File: src/rtl/dre_pkg.sv
package dre_pkg;
  localparam int DESC_W   = 32;
  localparam int F_OWN    = 31;
  localparam int F_END    = 30;
  localparam int F_SOP    = 29;
  localparam int F_EOP    = 28;
  localparam int F_ERR    = 27;
  localparam int F_SRC    = 24;
  localparam int N_RINGS  = 4;

  localparam logic [1:0] RING_TXH = 2'd0;
  localparam logic [1:0] RING_TXL = 2'd1;
  localparam logic [1:0] RING_RXH = 2'd2;
  localparam logic [1:0] RING_RXL = 2'd3;

  typedef enum logic [2:0] {
    ST_IDLE, ST_FETCH, ST_DECIDE, ST_BUF1, ST_BUF2, ST_WB
  } state_e;

  typedef struct packed {
    logic       setRing;
    logic [1:0] ring;
    logic [1:0] rdWord;
    logic       capture;
    logic [1:0] capWord;
    logic       useBuf2;
    logic       advance;
    logic       rxLatch;
  } strobe_t;
endpackage

File: src/rtl/dre_datapath.sv
module dre_datapath
  import dre_pkg::*;
#(
  parameter int AW = 8,
  parameter int LW = 16,
  parameter int IW = 3,
  parameter int SW = 3
) (
  input  logic              clk,
  input  logic              rst,
  input  strobe_t           s,
  input  logic [AW-1:0]     baseTxHi,
  input  logic [AW-1:0]     baseTxLo,
  input  logic [AW-1:0]     baseRxHi,
  input  logic [AW-1:0]     baseRxLo,
  input  logic [DESC_W-1:0] memRdata,
  input  logic [LW-1:0]     rxLen,
  input  logic [SW-1:0]     rxSrc,
  output logic [AW-1:0]     memAddr,
  output logic [DESC_W-1:0] memWdata,
  output logic [DESC_W-1:0] bufAddr,
  output logic [LW-1:0]     bufLen,
  output logic              bufWrite,
  output logic [1:0]        curRing,
  output logic              own,
  output logic              eop,
  output logic              lenErr,
  output logic              needBuf2
);
  logic [AW-1:0]     baseArr [N_RINGS];
  logic [IW-1:0]     idxQ    [N_RINGS];
  logic [DESC_W-1:0] wQ      [4];
  logic [LW-1:0]     rxLenQ;
  logic [SW-1:0]     rxSrcQ;
  logic [AW-1:0]     descAddr;
  logic [LW-1:0]     curLen, buf1Len, buf2Len, len1, len2;
  logic [LW:0]       sumLen;
  logic [DESC_W-1:0] wbWord;

  assign baseArr[RING_TXH] = baseTxHi;
  assign baseArr[RING_TXL] = baseTxLo;
  assign baseArr[RING_RXH] = baseRxHi;
  assign baseArr[RING_RXL] = baseRxLo;

  always_ff @(posedge clk) begin
    if (rst) begin
      curRing <= RING_TXH;
      rxLenQ  <= '0;
      rxSrcQ  <= '0;
      for (int k = 0; k < 4; k++) wQ[k] <= '0;
    end else begin
      if (s.setRing) curRing <= s.ring;
      if (s.capture) wQ[s.capWord] <= memRdata;
      if (s.rxLatch) begin
        rxLenQ <= rxLen;
        rxSrcQ <= rxSrc;
      end
    end
  end

  for (genvar g = 0; g < N_RINGS; g++) begin : g_idx
    always_ff @(posedge clk) begin
      if (rst) idxQ[g] <= '0;
      else if (s.advance && curRing == 2'(g))
        idxQ[g] <= wQ[0][F_END] ? '0 : idxQ[g] + 1'b1;
    end
  end

  assign descAddr = baseArr[curRing] + AW'({idxQ[curRing], 2'b00});
  assign memAddr  = descAddr + AW'(s.rdWord);

  assign curLen   = curRing[1] ? rxLenQ : wQ[0][LW-1:0];
  assign buf1Len  = wQ[1][LW-1:0];
  assign buf2Len  = wQ[1][2*LW-1:LW];
  assign sumLen   = {1'b0, buf1Len} + {1'b0, buf2Len};
  assign lenErr   = {1'b0, curLen} > sumLen;
  assign len1     = (curLen > buf1Len) ? buf1Len : curLen;
  assign len2     = curLen - len1;
  assign needBuf2 = len2 != '0;
  assign own      = wQ[0][F_OWN];
  assign eop      = wQ[0][F_EOP];

  assign bufAddr  = s.useBuf2 ? wQ[3] : wQ[2];
  assign bufLen   = s.useBuf2 ? len2 : len1;
  assign bufWrite = curRing[1];

  always_comb begin
    if (curRing[1]) begin
      wbWord              = '0;
      wbWord[F_END]       = wQ[0][F_END];
      wbWord[F_SOP]       = 1'b1;
      wbWord[F_EOP]       = 1'b1;
      wbWord[F_SRC +: SW] = rxSrcQ;
      wbWord[LW-1:0]      = rxLenQ;
    end else begin
      wbWord = wQ[0];
    end
    wbWord[F_OWN] = 1'b0;
    wbWord[F_ERR] = lenErr;
  end
  assign memWdata = wbWord;

  // a ring-end descriptor sends that ring's index back to zero
  a_r3_ring_wrap: assert property (@(posedge clk) disable iff (rst)
    (s.advance && wQ[0][F_END]) |=> (idxQ[$past(curRing)] == '0));
endmodule

File: src/rtl/dre_control.sv
module dre_control
  import dre_pkg::*;
#(
  parameter int PW = 8
) (
  input  logic          clk,
  input  logic          rst,
  input  logic          rxReq,
  input  logic          rxHigh,
  input  logic [PW-1:0] pollGap,
  input  logic          own,
  input  logic          eop,
  input  logic          lenErr,
  input  logic          needBuf2,
  input  logic [1:0]    curRing,
  input  logic          bufDone,
  output strobe_t       s,
  output logic          memRe,
  output logic          memWe,
  output logic          bufReqValid,
  output logic [7:0]    ev
);
  state_e        state, nextState;
  logic [2:0]    cnt;
  logic          rxPend, rxHiQ, inPkt, pktLo;
  logic [PW-1:0] timerQ [2];
  logic [1:0]    pick;
  logic          pickOk;
  logic          stall;

  assign stall = (state == ST_DECIDE) && !own;

  always_comb begin
    s           = '0;
    memRe       = 1'b0;
    memWe       = 1'b0;
    bufReqValid = 1'b0;
    ev          = '0;
    pick        = RING_TXH;
    pickOk      = 1'b0;
    nextState   = state;
    s.rxLatch   = rxReq && !rxPend;
    case (state)
      ST_IDLE: begin
        if (rxPend) begin
          pickOk = 1'b1;
          pick   = {1'b1, ~rxHiQ};
        end else if (inPkt) begin
          pickOk = timerQ[pktLo] == '0;
          pick   = {1'b0, pktLo};
        end else if (timerQ[0] == '0) begin
          pickOk = 1'b1;
          pick   = RING_TXH;
        end else if (timerQ[1] == '0) begin
          pickOk = 1'b1;
          pick   = RING_TXL;
        end
        s.setRing = pickOk;
        s.ring    = pick;
        if (pickOk) nextState = ST_FETCH;
      end
      ST_FETCH: begin
        memRe     = cnt < 3'd4;
        s.rdWord  = cnt[1:0];
        s.capture = cnt != 3'd0;
        s.capWord = cnt[1:0] - 2'd1;
        if (cnt == 3'd4) nextState = ST_DECIDE;
      end
      ST_DECIDE: begin
        if (!own) begin
          if (curRing[1]) ev[4 + int'(curRing[0])] = 1'b1;
          nextState = ST_IDLE;
        end else if (lenErr) begin
          nextState = ST_WB;
        end else begin
          nextState = ST_BUF1;
        end
      end
      ST_BUF1: begin
        bufReqValid = 1'b1;
        if (bufDone) nextState = needBuf2 ? ST_BUF2 : ST_WB;
      end
      ST_BUF2: begin
        bufReqValid = 1'b1;
        s.useBuf2   = 1'b1;
        if (bufDone) nextState = ST_WB;
      end
      ST_WB: begin
        memWe     = 1'b1;
        s.advance = 1'b1;
        if (lenErr) ev[curRing[1] ? 7 : 6] = 1'b1;
        else        ev[curRing] = 1'b1;
        nextState = ST_IDLE;
      end
      default: nextState = ST_IDLE;
    endcase
  end

  always_ff @(posedge clk) begin
    if (rst) begin
      state  <= ST_IDLE;
      cnt    <= '0;
      rxPend <= 1'b0;
      rxHiQ  <= 1'b0;
      inPkt  <= 1'b0;
      pktLo  <= 1'b0;
    end else begin
      state <= nextState;
      cnt   <= (state == ST_FETCH) ? cnt + 3'd1 : 3'd0;
      if (s.rxLatch) begin
        rxPend <= 1'b1;
        rxHiQ  <= rxHigh;
      end else if (curRing[1] && (stall || state == ST_WB)) begin
        rxPend <= 1'b0;
      end
      if (state == ST_WB && !curRing[1]) begin
        inPkt <= !eop;
        pktLo <= curRing[0];
      end
    end
  end

  for (genvar g = 0; g < 2; g++) begin : g_poll
    always_ff @(posedge clk) begin
      if (rst) timerQ[g] <= '0;
      else if (stall && curRing == 2'(g)) timerQ[g] <= pollGap;
      else if (timerQ[g] != '0) timerQ[g] <= timerQ[g] - 1'b1;
    end
  end

  // never two events in one cycle
  a_r10_single_event: assert property (@(posedge clk) disable iff (rst)
    $onehot0(ev));
  // a buffer request stays up until the mover finishes it
  a_r4_req_held: assert property (@(posedge clk) disable iff (rst)
    (bufReqValid && !bufDone) |=> bufReqValid);
endmodule

File: src/rtl/desc_ring_engine.sv
module desc_ring_engine
  import dre_pkg::*;
#(
  parameter int AW = 8,
  parameter int LW = 16,
  parameter int IW = 3,
  parameter int SW = 3,
  parameter int PW = 8
) (
  input  logic              clk,
  input  logic              rst,
  input  logic [AW-1:0]     baseTxHi,
  input  logic [AW-1:0]     baseTxLo,
  input  logic [AW-1:0]     baseRxHi,
  input  logic [AW-1:0]     baseRxLo,
  input  logic [PW-1:0]     pollGap,
  output logic              memRe,
  output logic              memWe,
  output logic [AW-1:0]     memAddr,
  output logic [DESC_W-1:0] memWdata,
  input  logic [DESC_W-1:0] memRdata,
  input  logic              rxReq,
  input  logic              rxHigh,
  input  logic [LW-1:0]     rxLen,
  input  logic [SW-1:0]     rxSrc,
  output logic              bufReqValid,
  output logic              bufWrite,
  output logic [DESC_W-1:0] bufAddr,
  output logic [LW-1:0]     bufLen,
  input  logic              bufDone,
  output logic              txDoneHi,
  output logic              txDoneLo,
  output logic              rxDoneHi,
  output logic              rxDoneLo,
  output logic              rxFullHi,
  output logic              rxFullLo,
  output logic              txErr,
  output logic              rxErr
);
  strobe_t    strobes;
  logic [1:0] curRing;
  logic       own, eop, lenErr, needBuf2;
  logic [7:0] ev;

  dre_datapath #(.AW(AW), .LW(LW), .IW(IW), .SW(SW)) u_dp (
    .clk(clk), .rst(rst), .s(strobes),
    .baseTxHi(baseTxHi), .baseTxLo(baseTxLo),
    .baseRxHi(baseRxHi), .baseRxLo(baseRxLo),
    .memRdata(memRdata), .rxLen(rxLen), .rxSrc(rxSrc),
    .memAddr(memAddr), .memWdata(memWdata),
    .bufAddr(bufAddr), .bufLen(bufLen), .bufWrite(bufWrite),
    .curRing(curRing), .own(own), .eop(eop),
    .lenErr(lenErr), .needBuf2(needBuf2)
  );

  dre_control #(.PW(PW)) u_ctl (
    .clk(clk), .rst(rst), .rxReq(rxReq), .rxHigh(rxHigh),
    .pollGap(pollGap), .own(own), .eop(eop), .lenErr(lenErr),
    .needBuf2(needBuf2), .curRing(curRing), .bufDone(bufDone),
    .s(strobes), .memRe(memRe), .memWe(memWe),
    .bufReqValid(bufReqValid), .ev(ev)
  );

  assign {rxErr, txErr, rxFullLo, rxFullHi,
          rxDoneLo, rxDoneHi, txDoneLo, txDoneHi} = ev;

  // every write-back hands the descriptor to software
  a_r5_wb_own_clear: assert property (@(posedge clk) disable iff (rst)
    memWe |-> !memWdata[F_OWN]);
  // an oversize length never reaches the buffer mover
  a_r9_no_buf_on_err: assert property (@(posedge clk) disable iff (rst)
    bufReqValid |-> !lenErr);
endmodule

File: config.mk
export PLATFORM = sky130hd
export DESIGN_NAME = desc_ring_engine
export DESIGN_NICKNAME = d
export VERILOG_FILES = /design/src/rtl/dre_pkg.sv /design/src/rtl/dre_datapath.sv /design/src/rtl/dre_control.sv /design/src/rtl/desc_ring_engine.sv
export SDC_FILE = /design/constraint.sdc
export NUM_CORES = 1
export LEC_CHECK = 0
export BUFFER_PORTS_ARGS = -buffer_cell sky130_fd_sc_hd__buf_2
export CAP_MARGIN = 20
export CORE_MARGIN = 4
export CORE_UTILIZATION = 52
export DETAILED_ROUTE_END_ITERATION = 12
export PLACE_DENSITY_LB_ADDON = 0.25
export SYNTH_ARGS = -nofsm -noshare
export SYNTH_HDL_FRONTEND = slang
export SYNTH_SLANG_ARGS = --single-unit
export TNS_END_PERCENT = 100
File: constraint.sdc
create_clock -name clk -period 5.5 [get_ports clk]
set_clock_uncertainty 0.05 [all_clocks]
set_input_delay 0 -clock clk [delete_from_list [all_inputs] [get_ports clk]]
set_output_delay 0 -clock clk [all_outputs]
set_load 0.01 [all_outputs]
==> results.md, run 1 <==
- Register area share after synthesis: 0.454
- I/O pins: 196
- Setup violators final: 0
- Commonest non-fill, non-tap cell in the layout: nand2_1
- Crit Reg-Reg Endpoint: u_ctl.state[0]
- Worst-path maximum fanout: 37
- Post-synth EDFFs: 155
- Setup TNS: 0 ns
- Worst skew pair latency: 0.43 ns
- Async SR Flop Fraction: 0
- Syn Inst Count: 1,203
- Worst r2r src: u_dp.curRing[1]
- DR vias: 9,717
- Fin. Hold Viols: 0
- CTS tree: built
- Worst r2r path cells: 16
- Net Count, Synth: 1,374
- CTS root buffer: clkbuf_16
- Top_reg_cell synth: edfxtp_1
- #FFs+latches synth: 189
- Max-slew violations: 0
- Syn Area/Cell: 9.76 sq um
- Die Span Y: 158 um
- R2R setup slack: 0.42 ns
- Crit-path cells: mux2i_4, inv_1, ha_1, a21oi_1, o21ai_0, o2bb2ai_1, o31ai_4, buf_8, mux2i_1, ha_1, o211ai_1, nor2_1, a21oi_1, a32oi_2, mux2i_1, a22oi_1, o211a_1, buf_2
- DP HPWL: 23.3 mm
- H-tree levels: 4
- Status: complete, no violations
- Highest-delay cell along the critical path: dfxtp_4
- FMAX: 191 MHz
- Nets: 1,621
- Vias in the first global route: 9,327
- Per-cell routed wire length: 18.3 um
- Ant diodes: 0
- Initial DRC Count: 710
- CP Capture Type: output port
- Vias per cell: 5.58
- Hold WS: 0.0439 ns
- HP Class: in2reg
- Worst-Margin Slew: 0.986 ns
- Mapped cell area: 0.0117 sq mm
- Iteration count of the initial detailed-routing pass: 5
- Largest net degree at the start of global routing: 48
- CP peak stage delay: 0.57 ns
- Worst vdd rail ir drop: 0.230 mV
- Fin crit share: 0.951
- Initial antenna violation count: 0
- Slew headroom: 0.343
- Commonest non-fill, non-tap cells in the layout: nand2_1, buf_2, edfxtp_1, and2_1, nor2_1
- Static Leak: 6.29 nW
- Critical Path Sink: bufLen[15]
- Std cell rows: 54
- CP Launch Type: flip-flop
- Die area: 0.0250 sq mm
- GP Congestion: 0.898
- Power Density: 318 mW/mm^2
- DRC: 0
- Detail Route Antenna Nets: 0
- Core box area: 0.0220 sq mm
- Clk slew on worst S/H paths: 0.07 ns
- Buffers added on ports: 194
- Worst Path Arrival: 5.18 ns
- GR Overflow Total: 0
- Post-Route WL: 31.9 mm
- Count of different cell masters after synthesis: 73
- Fill cells: 1,764
- Initial Utilization: 0.533
- Clock sink count: 189
- Clock tree buffer depth: 2
- Layout overhead on the synthesized area: 22.0%
- Share of layout cells above drive strength 1: 0.208
- All-Layer GR Usage: 0.252
- CP Launch Point: u_dp.curRing[1]
- Total CTS buffers: 17
- Worst EP required: 5.45 ns
- Crit Path Class: reg2out
- Max-cap violations: 0
- First-pass GRT wire length: 49.0 mm
- DIE WIDTH: 158 um
- Synthesis warning total: 0
- Tmin final: 5.23 ns
worst min-delay path by stage:
stage               from         endpoint  slack, ns  cells after the start
2_1_floorplan  rxLen[10]  u_dp.rxLenQ[10]       0.09                      2
3_3_place_gp    rxSrc[2]   u_dp.rxSrcQ[2]       0.19                      3
3_5_place_dp    rxLen[6]   u_dp.rxLenQ[6]       0.20                      3
4_1_cts            rxReq      u_ctl.rxHiQ       0.01                      4
5_1_grt            rxReq      u_ctl.rxHiQ       0.04                      4
6_report           rxReq      u_ctl.rxHiQ       0.04                      4
layout make-up:
type | instances | area, sq um | area share
Clock buffer | 20 | 457 | 0.0319
Clock inverter | 11 | 133 | 0.00926
Inverter | 58 | 218 | 0.0152
Multi-Input combinational cell | 905 | 6030 | 0.421
Sequential cell | 189 | 5340 | 0.373
Tap cell | 280 | 350 | 0.0245
Timing Repair Buffer | 279 | 1790 | 0.125
flip-flops by register name, indices dropped and copies added, names as in the netlist, 2 cells and up, named ones only:
register,flops
u_dp.curRing,2
u_dp.idxQ,12
u_ctl.state,3
u_ctl.cnt,3
u_dp.wQ,127
u_dp.rxLenQ,16
u_ctl.timerQ,16
u_dp.rxSrcQ,3
per-layer routing:
metal	wire length (um)	part of all wire	vias up	GRT usage
li1	-	-	4707	-
met1	14000	0.44	4625	0.346
met2	15100	0.47	349	0.424
met3	2270	0.071	36	0.0416
met4	550	0.017	0	0.0556
met5	0	0	-	0
through the flow:
step / instance area [sq um] / power [mW] / instances / setup slack [ns] / util
after floorplan: 11700 / 2.85 / 1203 / 0.0862 / -
after global placement: 13000 / 3.24 / 1641 / 0.486 / 0.589
after detailed placement: 13000 / 3.26 / 1641 / 0.278 / 0.589
after CTS: 14200 / 4.54 / 1737 / 0.0343 / 0.646
after global routing: 14300 / 4.80 / 1742 / -0.00688 / 0.650
final: 14300 / 4.55 / 1742 / 0.270 / 0.650
Yosys cell counts (5+ instances only):
master | count | share of area
nand3_1 | 17 | 0.0072
and2_1 | 133 | 0.071
dfxtp_1 | 34 | 0.058
mux2_2 | 10 | 0.0096
buf_1 | 8 | 0.0026
xor2_1 | 17 | 0.013
nand4_1 | 9 | 0.0048
o21ai_0 | 34 | 0.014
a21oi_1 | 78 | 0.033
a21o_1 | 9 | 0.0058
mux4_2 | 11 | 0.021
clkbuf_1 | 38 | 0.012
or2_2 | 8 | 0.0043
a22oi_1 | 5 | 0.0032
mux2i_1 | 18 | 0.015
and3_1 | 8 | 0.0043
xnor2_1 | 35 | 0.026
inv_1 | 57 | 0.018
edfxtp_1 | 155 | 0.40
nand2_1 | 205 | 0.066
nor4_1 | 8 | 0.0043
nor2b_1 | 19 | 0.010
nor2_1 | 83 | 0.027
mux2i_4 | 5 | 0.0096
ha_1 | 72 | 0.077
o21bai_1 | 12 | 0.0077
o21a_1 | 8 | 0.0051
nand2b_1 | 9 | 0.0048
nor3_1 | 21 | 0.0090
kinds of logic after synthesis:
kind of cell,after synthesis,synth area share
other cells,1,0.000319
buf+inv,109,0.0371
compound gates,199,0.110
xor+xnor,52,0.0388
simple gates,531,0.219
fa+ha+maj,77,0.0837
flops,189,0.454
mux,45,0.0568
report_power, final:
part / internal [mW] / total (mW) / switching (mW)
Sequential: 1.69 / 1.80 / 0.109
Combinational: 0.659 / 1.51 / 0.851
Clock: 0.699 / 1.24 / 0.544
Total: 3.05 / 4.55 / 1.50
what timing repair did:
item / 4_1_cts / 5_1_grt
endpoints found under the setup margin: 2 / 14
hold buffers: 65 / 0
setup buffers: 0 / 4
resized for setup: 1 / 12
pin swaps: 1 / 4
hold endpoints to repair: 166 / 0
critical path, delay by kind of cell (launching register included):
family,cells,cell delay [ns]
buf+inv,3,0.63
mux,3,0.89
fa+ha+maj,2,0.67
simple gates,1,0.08
compound gates,9,1.87
flops,1,0.57
Power figures use the tool's default switching activity.
==> inputs of run 2 (changes only) <==
CORE_UTILIZATION = 35   (was 52)
CTS_BUF_LIST = sky130_fd_sc_hd__clkbuf_8   (was unset)
==> run 2 against run 1 <==
Net effect:
- non-clock buffer count rose by 5
- critical path depth rose by 6
- global-route usage fell by 6.2 points
- clock power fell by 26%
- critical endpoint is now rxErr
- worst hold slack improved by 0.073 ns
==> results.md, run 2 (synthesis gave the netlist of run 1 again) <==
- Per-cell routed wire length: 18.5 um (+1.1%)
- Largest net degree at the start of global routing: 53 (+10%)
- Die Span Y: 191 um (+21%)
- FMAX: 190 MHz (-0.38%)
- Final Util: 0.438 (-0.212)
- Buffers added on ports: 194 (unchanged)
- Commonest non-fill, non-tap cells in the layout: nand2_1, buf_2, edfxtp_1, and2_1, nor2_1
- Commonest non-fill, non-tap cell in the layout: nand2_1
- Worst skew pair latency: 0.49 ns (+0.06 ns)
- CTS root buffer: clkbuf_8
- Worst Path Arrival: 5.20 ns (+0.02 ns)
- Die area: 0.0365 sq mm (+46%)
- Nets: 1,626 (+0.31%)
- Iteration count of the initial detailed-routing pass: 7 (+2)
- Setup TNS: 0 ns (unchanged)
- HP Class: in2reg
- Crit Path Class: reg2out
- CP peak stage delay: 0.41 ns (-0.16 ns)
- Fill cells: 3,191 (+81%)
- Clk slew on worst S/H paths: 0.11 ns (+0.04 ns)
- CTS tree: built
- Final worst slack: 0.250 ns (-0.0199 ns)
- DP HPWL: 26.3 mm (+13%)
- Initial DRC Count: 756 (+6.5%)
- Worst Path Buf+Inv: 3 (unchanged)
- DIE WIDTH: 191 um (+21%)
- Worst r2r path cells: 18 (+2)
- CP Capture Type: output port
- Crit path max-delay family: compound AO/OA/AOI/OAI gates
- R2R setup slack: 0.51 ns (+0.09 ns)
- Max FFs per register: 127 (unchanged)
- CP Launch Type: flip-flop
- Share of layout cells above drive strength 1: 0.214 (+0.00596)
- Post-Route WL: 35.4 mm (+11%)
- Fin. Hold Viols: 0 (unchanged)
- Detail Route Antenna Nets: 0 (unchanged)
- Power Density: 297 mW/mm^2 (-6.5%)
- Crit-path cells: ha_1, fa_1, a21o_1, a21oi_2, o21bai_1, a21oi_2, o21bai_1, a21oi_2, o21bai_1, a2111oi_4, o31ai_1, a21oi_1, xor2_1, ha_1, nand4_1, nor2_1, nand4_1, nor3_1, a2111oi_0, inv_1, a211oi_4, buf_12, and3_1, buf_2
- Highest-delay cell along the critical path: edfxtp_1
- Crit Reg-Reg Endpoint: u_ctl.state[0]
- Clock sink count: 189 (unchanged)
- Max-slew violations: 0 (unchanged)
- Hold path cells: 3 (-1)
- Setup violators final: 0 (unchanged)
- Biggest register: u_dp.wQ
- Worst r2r src: u_dp.curRing[1]
- Worst vdd rail ir drop: 0.131 mV (-43%)
- Status: complete, no violations
- Clock tree buffer depth: 2 (unchanged)
- Biggest regs: u_dp.wQ (127), u_ctl.timerQ (16), u_dp.rxLenQ (16)
- Layout overhead on the synthesized area: 22.4%
- Max-cap violations: 0 (unchanged)
- Worst-path maximum fanout: 7 (-81%)
- Total CTS buffers: 17 (unchanged)
- H-tree levels: 4 (unchanged)
- DR vias: 9,653 (-0.66%)
- All-Layer GR Usage: 0.190 (-0.0620)
- Initial Utilization: 0.358 (-0.175)
- Core box area: 0.0328 sq mm (+49%)
- DRC: 0 (unchanged)
- First-pass GRT wire length: 53.5 mm (+9.1%)
- Worst EP required: 5.45 ns (about the same)
- GR Overflow Total: 0 (unchanged)
- Worst hold endpoint: u_dp.rxSrcQ[2]
- Fin crit share: 0.955 (+0.00361)
- Hold WS: 0.117 ns (+0.0727 ns)
- Static Leak: 6.24 nW (-0.90%)
- DP Worst Slack: 0.333 ns (+0.0549 ns)
- Initial antenna violation count: 1 (+1)
- Power Total: 4.27 mW (-6.2%)
- Std cell rows: 66 (+22%)
- Hold Path Origin: rst
- I/O pins: 196 (unchanged)
- Vias per cell: 5.05 (-9.4%)
- Vias in the first global route: 9,518 (+2.0%)
- GP Congestion: 0.908 (+1.1%)
- Tmin final: 5.25 ns (+0.0199 ns)
- Slew headroom: 0.276 (-0.0670)
- Worst-Margin Slew: 1.09 ns (+0.100 ns)
run 2: cell count changes in the layout (fill, tap and decap cells not counted), moves of 2 or more:
| cell | change |
|---|---|
| buf_6 | +2 |
| dlygate4sd3_1 | -3 |
| buf_4 | +8 |
| bufinv_16 | -2 |
| clkinv_8 | +2 |
| clkbuf_8 | +15 |
| inv_8 | +5 |
| clkbuf_16 | -17 |
run 2: worst max-delay path by stage:
stage | startpoint | end | slack [ns] | cells past startpoint
global route | u_dp.wQ[1][16] | rxErr | -0.01 | 24
finish | u_dp.wQ[1][0] | rxErr | 0.25 | 24
CTS | u_dp.wQ[1][0] | rxErr | 0.002 | 24
floorplan | u_dp.curRing[1] | u_ctl.state[0] | 0.09 | 24
global placement | u_dp.wQ[1][0] | rxErr | 0.42 | 23
detailed placement | u_dp.wQ[1][0] | rxErr | 0.33 | 23
run 2: power by group:
group | internal (mW) | switching (mW)
Combinational | 0.673 | 0.892
Clock | 0.339 | 0.575
Sequential | 1.69 | 0.100
Total | 2.70 | 1.57
run 2: area by class of cell:
cell class | instances | area [sq um] | share of cell area
Clock buffer | 17 | 234 | 0.0163
Multi-Input combinational cell | 905 | 6050 | 0.421
Sequential cell | 189 | 5340 | 0.372
Antenna cell | 1 | 2.50 | 0.000174
Timing Repair Buffer | 284 | 1820 | 0.127
Tap cell | 442 | 553 | 0.0385
Clock inverter | 15 | 149 | 0.0104
Inverter | 58 | 218 | 0.0152
run 2: metrics by stage:
step	cell area (sq um)	std cells
global route	14400	1910
detailed placement	13200	1808
floorplan	11700	1203
finish	14400	1911
global placement	13200	1808
CTS	14200	1902
run 2: what timing repair did:
action / in CTS / in global routing
cloned: 0 / 0
hold buffers: 61 / 1
setup buffers: 1 / 6
resized for setup: 1 / 10
endpoints found under the hold margin: 165 / 4
pin swaps: 2 / 3
endpoints found under the setup margin: 7 / 12
run 2: worst register-to-register path, stage by stage (launching register included):
cell and delay [ns]:
dfxtp_4 0.41, buf_4 0.22, mux2_2 0.42, ha_1 0.33
nand4_1 0.26, nor2_1 0.09, o2bb2ai_1 0.17, o31ai_4 0.35
buf_4 0.24, a21oi_1 0.11, ha_1 0.22, fa_1 0.51
nand2_1 0.09, nor2_1 0.09, nand4_1 0.18, nor4_1 0.39
nand4b_1 0.17, nor4b_1 0.41, a41o_1 0.22
run 2: layer usage:
| layer | vias to the layer above | track usage | routed length [um] |
|---|---|---|---|
| met5 | - | 0 | 0 |
| met4 | 0 | 0.0552 | 810 |
| met3 | 41 | 0.0383 | 2140 |
| met2 | 327 | 0.302 | 15800 |
| met1 | 4585 | 0.264 | 16600 |
| li1 | 4700 | - | - |
